$ cat config.mk
export PLATFORM = sky130hd
export DESIGN_NAME = dec_ctrl_seq
export DESIGN_NICKNAME = d
export VERILOG_FILES = /design/src/rtl/dec_ctrl_pkg.sv /design/src/rtl/dec_ctrl_reg.sv /design/src/rtl/dec_unwrap_fsm.sv /design/src/rtl/dec_prot_regs.sv /design/src/rtl/dec_ctrl_seq.sv
export SDC_FILE = /design/constraint.sdc
export NUM_CORES = 1
export LEC_CHECK = 0
export ABC_CLOCK_PERIOD_IN_PS = 2100
export BUFFER_PORTS_ARGS = -buffer_cell sky130_fd_sc_hd__buf_2
export CAP_MARGIN = 20
export CORE_MARGIN = 2
export CORE_UTILIZATION = 46
export CTS_BUF_LIST = sky130_fd_sc_hd__clkbuf_16
export CTS_CLUSTER_SIZE = 40
export DETAILED_ROUTE_END_ITERATION = 6
export MAX_ROUTING_LAYER = met4
export PLACE_DENSITY = 0.73
export SYNTH_ARGS = -nofsm -noshare
export SYNTH_HDL_FRONTEND = slang
export SYNTH_SLANG_ARGS = --single-unit
$ cat constraint.sdc
create_clock -name clk_i -period 2.1 [get_ports clk_i]
set_input_delay 0.42 -clock clk_i [delete_from_list [all_inputs] [get_ports clk_i]]
set_output_delay 0.42 -clock clk_i [all_outputs]
set_load 0.02 [all_outputs]
$ cat src/rtl/dec_ctrl_pkg.sv
package dec_ctrl_pkg;

  typedef enum logic [1:0] {
    ST_IDLE     = 2'd0,
    ST_WAIT_BUS = 2'd1,
    ST_PROC     = 2'd2,
    ST_DONE     = 2'd3
  } unwrap_state_e;

  // field order sets the bit positions software uses (bit 0 = glb_en)
  typedef struct packed {
    logic start;
    logic unwrap_en;
    logic scramble;
    logic restrict_en;
    logic irq_en;
    logic force_err;
    logic force_b;
    logic force_a;
    logic glb_en;
  } ctrl_t;

  localparam int unsigned CTRL_W = $bits(ctrl_t);

  localparam int unsigned ADDR_CTRL = 0;
  localparam int unsigned ADDR_STAT = 1;
  localparam int unsigned ADDR_PROT = 2;

  localparam int unsigned STAT_DONE    = 0;
  localparam int unsigned STAT_RESTR   = 1;
  localparam int unsigned STAT_PENDING = 2;
  localparam int unsigned STAT_BUSY    = 3;
  localparam int unsigned STAT_W       = 4;

endpackage

$ cat src/rtl/dec_ctrl_reg.sv
module dec_ctrl_reg
  import dec_ctrl_pkg::*;
(
  input  logic              clk_i,
  input  logic              rst_ni,
  input  logic              wr_i,
  input  logic [CTRL_W-1:0] wdata_i,
  output ctrl_t             ctrl_o,
  output logic              launch_o
);

  ctrl_t ctrl_q, ctrl_w, ctrl_d;
  logic  start_acc;

  assign ctrl_w = ctrl_t'(wdata_i);

  // start is accepted only while it has never been set since reset
  assign start_acc = wr_i & ctrl_w.start & ~ctrl_q.start;
  assign launch_o  = start_acc & ctrl_w.unwrap_en;

  always_comb begin
    ctrl_d = ctrl_q;
    if (wr_i) begin
      ctrl_d             = ctrl_w;
      ctrl_d.restrict_en = ctrl_q.restrict_en | ctrl_w.restrict_en;
      ctrl_d.start       = ctrl_q.start | ctrl_w.start;
    end
  end

  always_ff @(posedge clk_i or negedge rst_ni) begin
    if (!rst_ni) ctrl_q <= '0;
    else         ctrl_q <= ctrl_d;
  end

  assign ctrl_o = ctrl_q;

endmodule

$ cat src/rtl/dec_unwrap_fsm.sv
module dec_unwrap_fsm
  import dec_ctrl_pkg::*;
(
  input  logic          clk_i,
  input  logic          rst_ni,
  input  logic          launch_i,
  input  logic          bus_idle_i,
  input  logic          unwrap_done_i,
  output unwrap_state_e state_o,
  output logic          done_rise_o
);

  unwrap_state_e state_q, state_d;

  always_comb begin
    state_d = state_q;
    unique case (state_q)
      ST_IDLE:     if (launch_i)      state_d = ST_WAIT_BUS;
      ST_WAIT_BUS: if (bus_idle_i)    state_d = ST_PROC;
      ST_PROC:     if (unwrap_done_i) state_d = ST_DONE;
      ST_DONE:                        state_d = ST_DONE;
      default:                        state_d = ST_IDLE;
    endcase
  end

  always_ff @(posedge clk_i or negedge rst_ni) begin
    if (!rst_ni) state_q <= ST_IDLE;
    else         state_q <= state_d;
  end

  assign state_o     = state_q;
  assign done_rise_o = (state_q == ST_PROC) & unwrap_done_i;

endmodule

$ cat src/rtl/dec_prot_regs.sv
module dec_prot_regs #(
  parameter int unsigned NUM_WORDS = 4,
  parameter int unsigned DATA_W    = 32,
  localparam int unsigned IDX_W    = (NUM_WORDS > 1) ? $clog2(NUM_WORDS) : 1
) (
  input  logic                        clk_i,
  input  logic                        rst_ni,
  input  logic                        wr_i,
  input  logic [IDX_W-1:0]            idx_i,
  input  logic [DATA_W-1:0]           wdata_i,
  input  logic                        lock_i,
  output logic [DATA_W-1:0]           rdata_o,
  output logic [NUM_WORDS*DATA_W-1:0] words_o
);

  logic [DATA_W-1:0] words_q [NUM_WORDS];

  for (genvar g = 0; g < NUM_WORDS; g++) begin : g_word
    always_ff @(posedge clk_i or negedge rst_ni) begin
      if (!rst_ni)
        words_q[g] <= '0;
      else if (wr_i && !lock_i && (idx_i == IDX_W'(g)))
        words_q[g] <= wdata_i;
    end
    assign words_o[g*DATA_W +: DATA_W] = words_q[g];
  end

  always_comb begin
    rdata_o = '0;
    for (int i = 0; i < NUM_WORDS; i++)
      if (!lock_i && (idx_i == IDX_W'(i))) rdata_o = words_q[i];
  end

endmodule

$ cat src/rtl/dec_ctrl_seq.sv
module dec_ctrl_seq
  import dec_ctrl_pkg::*;
#(
  parameter int unsigned ADDR_W   = 4,
  parameter int unsigned DATA_W   = 32,
  parameter int unsigned NUM_PROT = 4
) (
  input  logic                       clk_i,
  input  logic                       rst_ni,
  input  logic                       reg_we_i,
  input  logic [ADDR_W-1:0]          reg_addr_i,
  input  logic [DATA_W-1:0]          reg_wdata_i,
  output logic [DATA_W-1:0]          reg_rdata_o,
  input  logic                       bus_idle_i,
  input  logic                       unwrap_done_i,
  output logic                       unwrap_busy_o,
  output logic                       decrypt_en_o,
  output logic                       force_a_o,
  output logic                       force_b_o,
  output logic                       scramble_en_o,
  output logic [NUM_PROT*DATA_W-1:0] prot_words_o,
  output logic                       irq_o,
  output logic                       err_o
);

  localparam int unsigned IDX_W = (NUM_PROT > 1) ? $clog2(NUM_PROT) : 1;

  ctrl_t             ctrl;
  unwrap_state_e     state;
  logic              launch, done_rise, irq_q;
  logic              sel_ctrl, sel_stat, sel_prot;
  logic [ADDR_W-1:0] prot_off;
  logic [DATA_W-1:0] prot_rdata;
  logic [STAT_W-1:0] status;
  logic              sts_done, sts_restrict, sts_pending, ctrl_start;

  assign sel_ctrl = (reg_addr_i == ADDR_W'(ADDR_CTRL));
  assign sel_stat = (reg_addr_i == ADDR_W'(ADDR_STAT));
  assign prot_off = reg_addr_i - ADDR_W'(ADDR_PROT);
  assign sel_prot = (reg_addr_i >= ADDR_W'(ADDR_PROT)) && (prot_off < ADDR_W'(NUM_PROT));

  dec_ctrl_reg u_ctrl (
    .clk_i    (clk_i),
    .rst_ni   (rst_ni),
    .wr_i     (reg_we_i & sel_ctrl),
    .wdata_i  (reg_wdata_i[CTRL_W-1:0]),
    .ctrl_o   (ctrl),
    .launch_o (launch)
  );

  dec_unwrap_fsm u_fsm (
    .clk_i         (clk_i),
    .rst_ni        (rst_ni),
    .launch_i      (launch),
    .bus_idle_i    (bus_idle_i),
    .unwrap_done_i (unwrap_done_i),
    .state_o       (state),
    .done_rise_o   (done_rise)
  );

  dec_prot_regs #(
    .NUM_WORDS (NUM_PROT),
    .DATA_W    (DATA_W)
  ) u_prot (
    .clk_i   (clk_i),
    .rst_ni  (rst_ni),
    .wr_i    (reg_we_i & sel_prot),
    .idx_i   (prot_off[IDX_W-1:0]),
    .wdata_i (reg_wdata_i),
    .lock_i  (ctrl.restrict_en),
    .rdata_o (prot_rdata),
    .words_o (prot_words_o)
  );

  // interrupt lines up with the first cycle done reads 1
  always_ff @(posedge clk_i or negedge rst_ni) begin
    if (!rst_ni) irq_q <= 1'b0;
    else         irq_q <= done_rise & ctrl.irq_en;
  end

  assign sts_done     = (state == ST_DONE);
  assign sts_pending  = (state == ST_WAIT_BUS);
  assign unwrap_busy_o = (state == ST_PROC);
  assign sts_restrict = ctrl.restrict_en;
  assign ctrl_start   = ctrl.start;

  always_comb begin
    status               = '0;
    status[STAT_DONE]    = sts_done;
    status[STAT_RESTR]   = sts_restrict;
    status[STAT_PENDING] = sts_pending;
    status[STAT_BUSY]    = unwrap_busy_o;
  end

  always_comb begin
    reg_rdata_o = '0;
    if (sel_ctrl)      reg_rdata_o = DATA_W'(ctrl);
    else if (sel_stat) reg_rdata_o = DATA_W'(status);
    else if (sel_prot) reg_rdata_o = prot_rdata;
  end

  assign decrypt_en_o  = ctrl.glb_en;
  assign force_a_o     = ctrl.force_a;
  assign force_b_o     = ctrl.force_b;
  assign scramble_en_o = ctrl.scramble;
  assign err_o         = ctrl.force_err;
  assign irq_o         = irq_q;

endmodule

==> results.toml, run 1 <==
[run_status]
status = "complete, but fails checks"
violations = "setup timing"

[sta]
fin_crit_ps = 2330
worst_slack_ps = -231
fin_crit_sh = 1.11
finClkSkew_ps = 5.02
slew_headroom = 0.649
tightestPinTransition_ps = 527
tns_ps = -5390
setup_violations = 32
holdWs_ps = 257
rsz0062_at_grt = "yes"
hold_violations = 0
max_freq_mhz = 429
slew_violations = 0

[synth]
yosys_warnings = 0
ys_top_cells_by_area = "dfrtp_1, mux2_2, mux2i_1"
syn_area_per_cell_um2 = 14.2
netlist_instances = 458
ys_async_sr_fraction = 1.00
syn-num-nets = 501
synth_edf_count = 0
netlist_area_um2 = 6490
yosysSeqAreaShare = 0.540
ys_seq_elements = 140
yosysTopAreaCellShare = 0.540
synthFlopType = "dfrtp_1"
yosys.area.top_type = "dfrtp_1"
synth.distinct_cells = 33

[power_and_ir_drop]
pwr-share-clk = 0.278
p_int_mw = 7.36
ir_worst_vdd_v = 0.000780
netSwitchingFraction = 0.363
powerDensity_nw_per_um2 = 1190
netSwitchingPower_mw = 4.19
leakagePower_nw = 4.68
seq_power_share = 0.363
fin_total_pwr_mw = 11.6
power_frac_comb = 0.359

[worst_hold_path]
holdCritPathClass = "in2reg"

[layout]
area_delta_synth_final_pct = 49.0
final_cells = 896
mostFrequentLayoutCell = "buf_2"
nets = 746
drive_gt1_frac = 0.645
num_antenna_cells = 0
layout_common_cells = "buf_2, dfrtp_1, mux2_2"
final_area_um2 = 9670
finish.utilization = 0.699

[placement]
placed_cells = 852
pre_cts_ws_ps = -246
hpwl_um = 12600
portBuffers = 207
placed_cell_area_um2 = 8560
gp_congestion = 0.819

[worst_setup_path]
arrival_ps = 1910
path_max_fanout = 7
cpPeakStageDelay_ps = 220
crit_family = "buffers and inverters"
path_class = "in2out"
crit_chain = "buf_8 > inv_4 > ha_4 > or2_0 > o21ai_1 > buf_4 > nand2_8 > buf_12 > a221oi_4 > buf_6"
path_buf_inv = 5
cp_slowest_cell = "a221oi_4"
required_ps = 1680
startpoint_type = "primary input"
cp-end-kind = "output pin"

[floorplan]
die_w_um = 123
io_pins = 208
core_area_um2 = 13800
die-area_um2 = 15100
dieHeight_um = 123
initial_core_util = 0.469
rows = 43

[detailed_routing]
vias_per_cell = 5.53
drt_iter0_markers = 189
drt_wl_total_um = 18800
route.vias.total = 4955
ant_nets = 0
firstDrtPassIters = 4
drc = 0
routedWlPerCell_um = 21.0

[global_routing]
antenna_found_initial = 0
grt_pass1_vias = 5212
grt_pass1_wl_um = 28900
grt_max_degree = 53
grt_overflow = 0
grt_usage = 0.267

[clock_network]
htreeDepth = 4
cts_buffers = 17
cts_tree = "yes"
clk_latency_ps = 420
clk_pin_slew_ps = 60
clk_path_buf_depth = 2
clock-sinks = 140
cts_root_buffer = "clkbuf_16"

[run]
drv_cap = 0
-- logic make-up (layout without fill, tap and decap cells) --
logic type	Yosys count	in the layout	share of synthesized area
flops	140	140	0.540
xor+xnor	1	1	0.00135
fa+ha+maj	2	2	0.00386
compound gates	51	51	0.0611
simple gates	26	26	0.0233
mux	202	202	0.341
buf+inv	36	294	0.0295
-- timing repair --
item / in CTS / in global routing
hold buffers: 1 / 0
hold endpoints to repair: 47 / 0
setup buffers: 4 / 3
gates resized for setup: 86 / 0
cloned: 4 / 0
endpoints found under the setup margin: 32 / 32
pin swaps: 13 / 2
-- power groups by stage --
stage / clock (mW) / sequential [mW] / combinational (mW)
global placement: 0 / 4.16 / 3.86
finish: 3.21 / 4.20 / 4.15
global route: 3.39 / 4.30 / 4.40
CTS: 3.25 / 4.19 / 4.17
detailed placement: 0 / 4.22 / 3.95
floorplan: 0 / 5.06 / 1.63
-- state kept, by name (all words and copies together), names as in the netlist --
name / count
u_prot.words_o: 128
u_fsm.state_o: 2
irq_o: 1
u_ctrl.ctrl_o: 9
-- synthesized netlist by cell type, drive strengths merged (2+ instances only) --
master and count:
and3 2, a21o 3, clkbuf 9, nor2b 5, nand2 7, ha 2, a221oi 24, dfrtp 140
mux2i 67, o22ai 4, a21oi 2, nor2 3, inv 4, a22o 9, nand3 2, mux2 135
buf 23, o21ai 7
-- metal layers --
layer | up-vias | track usage | share of wire | routed length, µm
met5 | - | - | 0 | 0
li1 | 2219 | - | - | -
met2 | 156 | 0.447 | 0.52 | 9770
met4 | 0 | 0.0855 | 0.017 | 314
met1 | 2555 | 0.320 | 0.41 | 7770
met3 | 25 | 0.0641 | 0.050 | 931
-- layout make-up --
cell class,instances,area (µm²)
Multi-Input combinational cell,282,3360
Timing Repair Buffer,258,1930
Sequential cell,140,3500
Fill cell,942,4160
Clock buffer,17,425
Inverter,4,20.0
Tap cell,180,225
Clock inverter,15,203
-- path summary, 6_finish.rpt --
check	start	end	slack (ps)	depth (start not counted)
hold / removal	bus_idle_i	u_fsm.state_o[1]$_DFFE_PN0P_	260	2
hold reg to reg	u_ctrl.ctrl_o[7]$_DFFE_PN0N_	u_ctrl.ctrl_o[7]$_DFFE_PN0N_	510	1
setup / recovery	reg_addr_i[1]	reg_rdata_o[24]	-230	10
min in group asynchronous	rst_ni	u_prot.words_o[38]$_DFFE_PN0P_	530	2
setup reg to reg	u_ctrl.ctrl_o[5]$_DFFE_PN0N_	u_prot.words_o[73]$_DFFE_PN0P_	320	5
max in group asynchronous	rst_ni	u_prot.words_o[2]$_DFFE_PN0P_	950	3
Note: power is estimated with default switching activity, not from simulation.
==> run 2, diff against run 1 <==
Settings changed: BUFFER_PORTS_ARGS -buffer_cell sky130_fd_sc_hd__buf_2 to -buffer_cell sky130_fd_sc_hd__buf_4.
==> results.toml, run 2 (synthesis results as in run 1) <==
[worst_setup_path]
timing.rr.start = "u_ctrl.ctrl_o[5]$_DFFE_PN0N_"
cp_slowest_cell = "or2_1"
path_class = "in2out"
crit_start = "reg_addr_i[1]"
r2r_slack_ps = 330
reg2reg_depth = 6
cp-end-kind = "output pin"
cpPeakStageDelay_ps = 210
crit_path_end = "reg_rdata_o[24]"
r2r_end = "u_prot.words_o[102]$_DFFE_PN0P_"
required_ps = 1680
path_max_fanout = 12
startpoint_type = "primary input"
arrival_ps = 1810
crit_chain = "buf_8 > inv_4 > ha_4 > or2_1 > o21ai_2 > nand2_4 > buf_12 > a221oi_4 > buf_6"

[worst_hold_path]
holdCritPathClass = "in2async"

[global_routing]
grt_usage = 0.264
grt_overflow = 0
grt_pass1_wl_um = 28800
antenna_found_initial = 0
grt_pass1_vias = 5221
grt_max_degree = 71

[layout]
final_area_um2 = 9880
drive_gt1_frac = 0.645
layout_common_cells = "buf_4, dfrtp_1, mux2_2"
regArea_um2 = 3500
multi_input_area_um2 = 3320
n_fill_cell = 923
nets = 738
num_antenna_cells = 0
area_delta_synth_final_pct = 52.3
largest_register_ffs = 128
mostFrequentLayoutCell = "buf_4"

[clock_network]
clk_path_buf_depth = 2
postCtsHoldBufs = 0
cts_root_buffer = "clkbuf_16"
clk_pin_slew_ps = 60
htreeDepth = 4
clk_latency_ps = 420
clock-sinks = 140
cts_tree = "yes"
cts_buffers = 17

[placement]
placed_cell_area_um2 = 9050
gp_congestion = 0.825
hpwl_um = 13000
portBuffers = 207

[detailed_routing]
drt_wl_total_um = 18500
routedWlPerCell_um = 20.9
drt_iter0_markers = 291
ant_nets = 0
vias_per_cell = 5.47
firstDrtPassIters = 4
route.vias.total = 4854
drc = 0

[sta]
finClkSkew_ps = 6.32
tns_ps = -3100
slew_headroom = 0.647
holdWs_ps = -5.09
fin_crit_sh = 1.06
hold_violations = 3
slew_violations = 0
tightestPinTransition_ps = 529
setup_violations = 32
worst_slack_ps = -134
fin_crit_ps = 2230
max_freq_mhz = 448
rsz0062_at_grt = "yes"

[floorplan]
io_pins = 208
die_w_um = 123
rows = 43
initial_core_util = 0.469
core_area_um2 = 13800
dieHeight_um = 123
die-area_um2 = 15100

[power_and_ir_drop]
powerDensity_nw_per_um2 = 1210
leakagePower_nw = 4.72
ir_worst_vdd_v = 0.000818

[run]
drv_cap = 0

[run_status]
violations = "hold timing, setup timing"
status = "complete, but fails checks"
[run 2: cell count changes in the layout (fill, tap and decap cells not counted), sizes merged]
cell / delta
dlygate4sd3: -1
clkinv: -1
buf: -7
inv: +1
[run 2: final cells by class]
cell class / count / area share
Clock inverter: 15 / 0.0206
Inverter: 4 / 0.00203
Timing Repair Buffer: 250 / 0.221
Sequential cell: 140 / 0.355
Tap cell: 180 / 0.0228
Multi-Input combinational cell: 282 / 0.336
Clock buffer: 17 / 0.0430
[run 2: per-stage QoR]
stage               power [mW]  utilization  hold slack, ps  setup WS, ps  cells
floorplan                 6.69            -             124         -32.5    458
global placement          8.61        0.655             442          -177    851
detailed placement        8.75        0.655             454          -232    851
CTS                       12.0        0.714            6.28          -126    886
global route              12.5        0.715            4.05          -190    888
finish                    12.0        0.715           -5.09          -134    888
[run 2: routing by layer]
layer,routed length (µm),vias up,share of wire,global-route usage
li1,-,2196,-,-
met1,7950,2487,0.43,0.329
met2,9320,153,0.50,0.422
met3,1000,18,0.054,0.0730
met4,257,0,0.014,0.0783
met5,0,-,0,-
[run 2: worst min path at each step]
| stage | from | end | depth (start not counted) |
|---|---|---|---|
| after detailed placement | rst_ni | u_prot.words_o[106]$_DFFE_PN0P_ | 2 |
| final | rst_ni | u_prot.words_o[106]$_DFFE_PN0P_ | 2 |
| after global routing | rst_ni | u_prot.words_o[70]$_DFFE_PN0P_ | 2 |
| after global placement | rst_ni | u_prot.words_o[74]$_DFFE_PN0P_ | 2 |
| after CTS | rst_ni | u_prot.words_o[106]$_DFFE_PN0P_ | 2 |
| after floorplan | rst_ni | irq_o$_DFF_PN0_ | 0 |
[run 2: report_power, final]
part / switching, mW / leakage [nW] / internal, mW / total (mW)
sequential: 0.705 / 1.73 / 3.52 / 4.22
clock: 1.10 / 0.305 / 2.08 / 3.18
combinational: 2.37 / 2.69 / 2.18 / 4.55
[run 2: what timing repair did]
action / 4_1_cts / 5_1_grt
cloned: 1 / 0
buffers inserted: 2 / 2
pin swaps: 2 / 2
resized for setup: 41 / 1
endpoints found under the setup margin: 32 / 32
[run 2: critical path, delay by kind of cell]
| kind | cells | cell delay (ps) |
|---|---|---|
| buffers and inverters | 4 | 470 |
| AO/OA/AOI/OAI | 2 | 420 |
| AND/OR/NAND/NOR | 2 | 350 |
| adder cells (fa/ha/maj) | 1 | 140 |
==> run 3, diff against run 2 <==
Settings changed: ABC_AREA from default to 1.
==> results.toml, run 3 <==
[synth]
synthTopCellsByCount = "nand2_1, dfrtp_1, o21ai_1"
netlist_instances = 741
ys_top_cells_by_area = "dfrtp_1, nand2_1, o21ai_1"
ys_async_sr_fraction = 1.00
syn-num-nets = 784
synthFlopType = "dfrtp_1"
yosysSeqAreaShare = 0.536
synth_edf_count = 0
synth.distinct_cells = 29
yosys_warnings = 0
yosys.area.top_type = "dfrtp_1"
ys_seq_elements = 140
yosysMostFrequentCell = "nand2_1"
syn_area_per_cell_um2 = 8.82
netlist_area_um2 = 6540
yosysTopAreaCellShare = 0.536

[clock_network]
clk_latency_ps = 410
cts_root_buffer = "clkbuf_16"
clock-sinks = 140
cts_tree = "yes"
clk_pin_slew_ps = 60
cts_buffers = 17
clk_path_buf_depth = 2
htreeDepth = 4

[sta]
tightestPinTransition_ps = 454
holdWs_ps = 243
rsz0062_at_grt = "yes"
tns_ps = -3930
max_freq_mhz = 438
hold_violations = 0
worst_slack_ps = -183
fin_crit_sh = 1.09
finClkSkew_ps = 4.68
slew_headroom = 0.698
slew_violations = 0
setup_violations = 32
fin_crit_ps = 2280

[worst_setup_path]
required_ps = 1680
worst-path-stages = 9
timing.rr.start = "u_ctrl.ctrl_o[5]$_DFFE_PN0N_"
r2r_end = "u_prot.words_o[3]$_DFFE_PN0P_"
cpPeakStageDelay_ps = 450
crit_start = "u_ctrl.ctrl_o[5]$_DFFE_PN0N_"
cp-end-kind = "output pin"
r2r_slack_ps = 350
arrival_ps = 1860
path_max_fanout = 6
reg2reg_depth = 11
crit_family = "buffers and inverters"
cp_slowest_cell = "dfrtp_2"
crit_path_end = "reg_rdata_o[15]"
path_buf_inv = 6
startpoint_type = "flop"
path_class = "reg2out"
crit_chain = "inv_4 > buf_6 > nand3_4 > inv_6 > buf_12 > buf_8 > a21oi_1 > nor3_1 > buf_4"

[placement]
pre_cts_ws_ps = -97.1
gp_congestion = 0.867
portBuffers = 207
hpwl_um = 13400
placed_cell_area_um2 = 8370

[detailed_routing]
top_layer = "met4"
ant_nets = 0
met3_length_um = 1480
drt_iter0_markers = 453
met2_wirelength_um = 9380
firstDrtPassIters = 5
route.vias.total = 6140
drt_wl_total_um = 19800
drc = 0
routedLengthMet1_um = 8730
routedWlPerCell_um = 17.1
vias_per_cell = 5.32

[floorplan]
core_area_um2 = 13900
die_w_um = 123
rows = 43
io_pins = 208
dieHeight_um = 123
die-area_um2 = 15200
initial_core_util = 0.471

[run]
drv_cap = 0

[layout]
num_antenna_cells = 0
drive_gt1_frac = 0.376
area_delta_synth_final_pct = 42.7
layout_common_cells = "buf_4, nand2_1, dfrtp_1"
final_area_um2 = 9330
largest_register_ffs = 128
mostFrequentLayoutCell = "buf_4"
nets = 1006

[global_routing]
grt_pass1_wl_um = 31300
grt_usage = 0.279
antenna_found_initial = 0
grt_overflow = 0
grt_max_degree = 65
grt_pass1_vias = 5872

[power_and_ir_drop]
ir_worst_vdd_v = 0.000505
leakagePower_nw = 4.71
powerDensity_nw_per_um2 = 644

[worst_hold_path]
holdCritPathClass = "in2reg"

[run_status]
status = "complete, but fails checks"
violations = "setup timing"
==> run 3: final cells by class <==
type / count / area, µm²
Fill cell: 1151 / 4550
Sequential cell: 140 / 3500
Multi-Input combinational cell: 479 / 2640
Timing Repair Buffer: 248 / 2130
Clock buffer: 17 / 425
Inverter: 77 / 297
Tap cell: 180 / 225
Clock inverter: 13 / 113
==> run 3: kinds of logic after synthesis <==
kind of cell,synth area share
buf+inv,0.100
flops,0.536
simple gates,0.175
compound gates,0.185
fa+ha+maj,0.00383
==> run 3: how the worst min path moves through the flow <==
stage / from / endpoint / slack [ps] / cells after the start
final: reg_wdata_i[8] / u_ctrl.ctrl_o[8]$_DFFE_PN0N_ / 240 / 3
after global routing: reg_wdata_i[8] / u_ctrl.ctrl_o[8]$_DFFE_PN0N_ / 250 / 3
after floorplan: rst_ni / irq_o$_DFF_PN0_ / 120 / 0
after CTS: reg_wdata_i[8] / u_ctrl.ctrl_o[8]$_DFFE_PN0N_ / 230 / 3
after global placement: rst_ni / u_prot.words_o[68]$_DFFE_PN0P_ / 380 / 1
after detailed placement: rst_ni / u_prot.words_o[100]$_DFFE_PN0P_ / 390 / 1
==> run 3: layer usage <==
metal | GRT usage | vias to the layer above
met2 | 0.423 | 242
met5 | - | -
met3 | 0.0549 | 18
li1 | - | 2907
met1 | 0.379 | 2973
met4 | 0.0902 | 0
==> run 3: what timing repair did <==
item	in CTS	in global routing
buffers inserted	8	4
pin swaps	3	17
hold endpoints to repair	41	0
endpoints found under the setup margin	32	32
gates cloned	1	0
resized for setup	30	73
hold buffers	1	0
==> run 3: per-stage QoR <==
stage | utilization | instances | power, mW
final | 0.672 | 1154 | 6.00
after global routing | 0.672 | 1154 | 6.22
after CTS | 0.655 | 1153 | 6.04
after detailed placement | 0.603 | 1114 | 3.25
after global placement | 0.603 | 1114 | 3.25
after floorplan | - | 741 | 3.00
==> run 3: worst reg2reg max path: cells and delay by family (launching register included) <==
family / cells / cell delay, ps
DFF: 1 / 450
AOI/OAI and AO/OA: 1 / 60
and+or+nand+nor: 3 / 260
buffers and inverters: 7 / 860
==> run 3: power breakdown <==
group / internal (mW) / total, mW / leakage [nW] / switching, mW
Sequential: 2.74 / 2.78 / 1.92 / 0.0374
Combinational: 0.166 / 0.445 / 2.52 / 0.280
Clock: 1.70 / 2.78 / 0.270 / 1.08
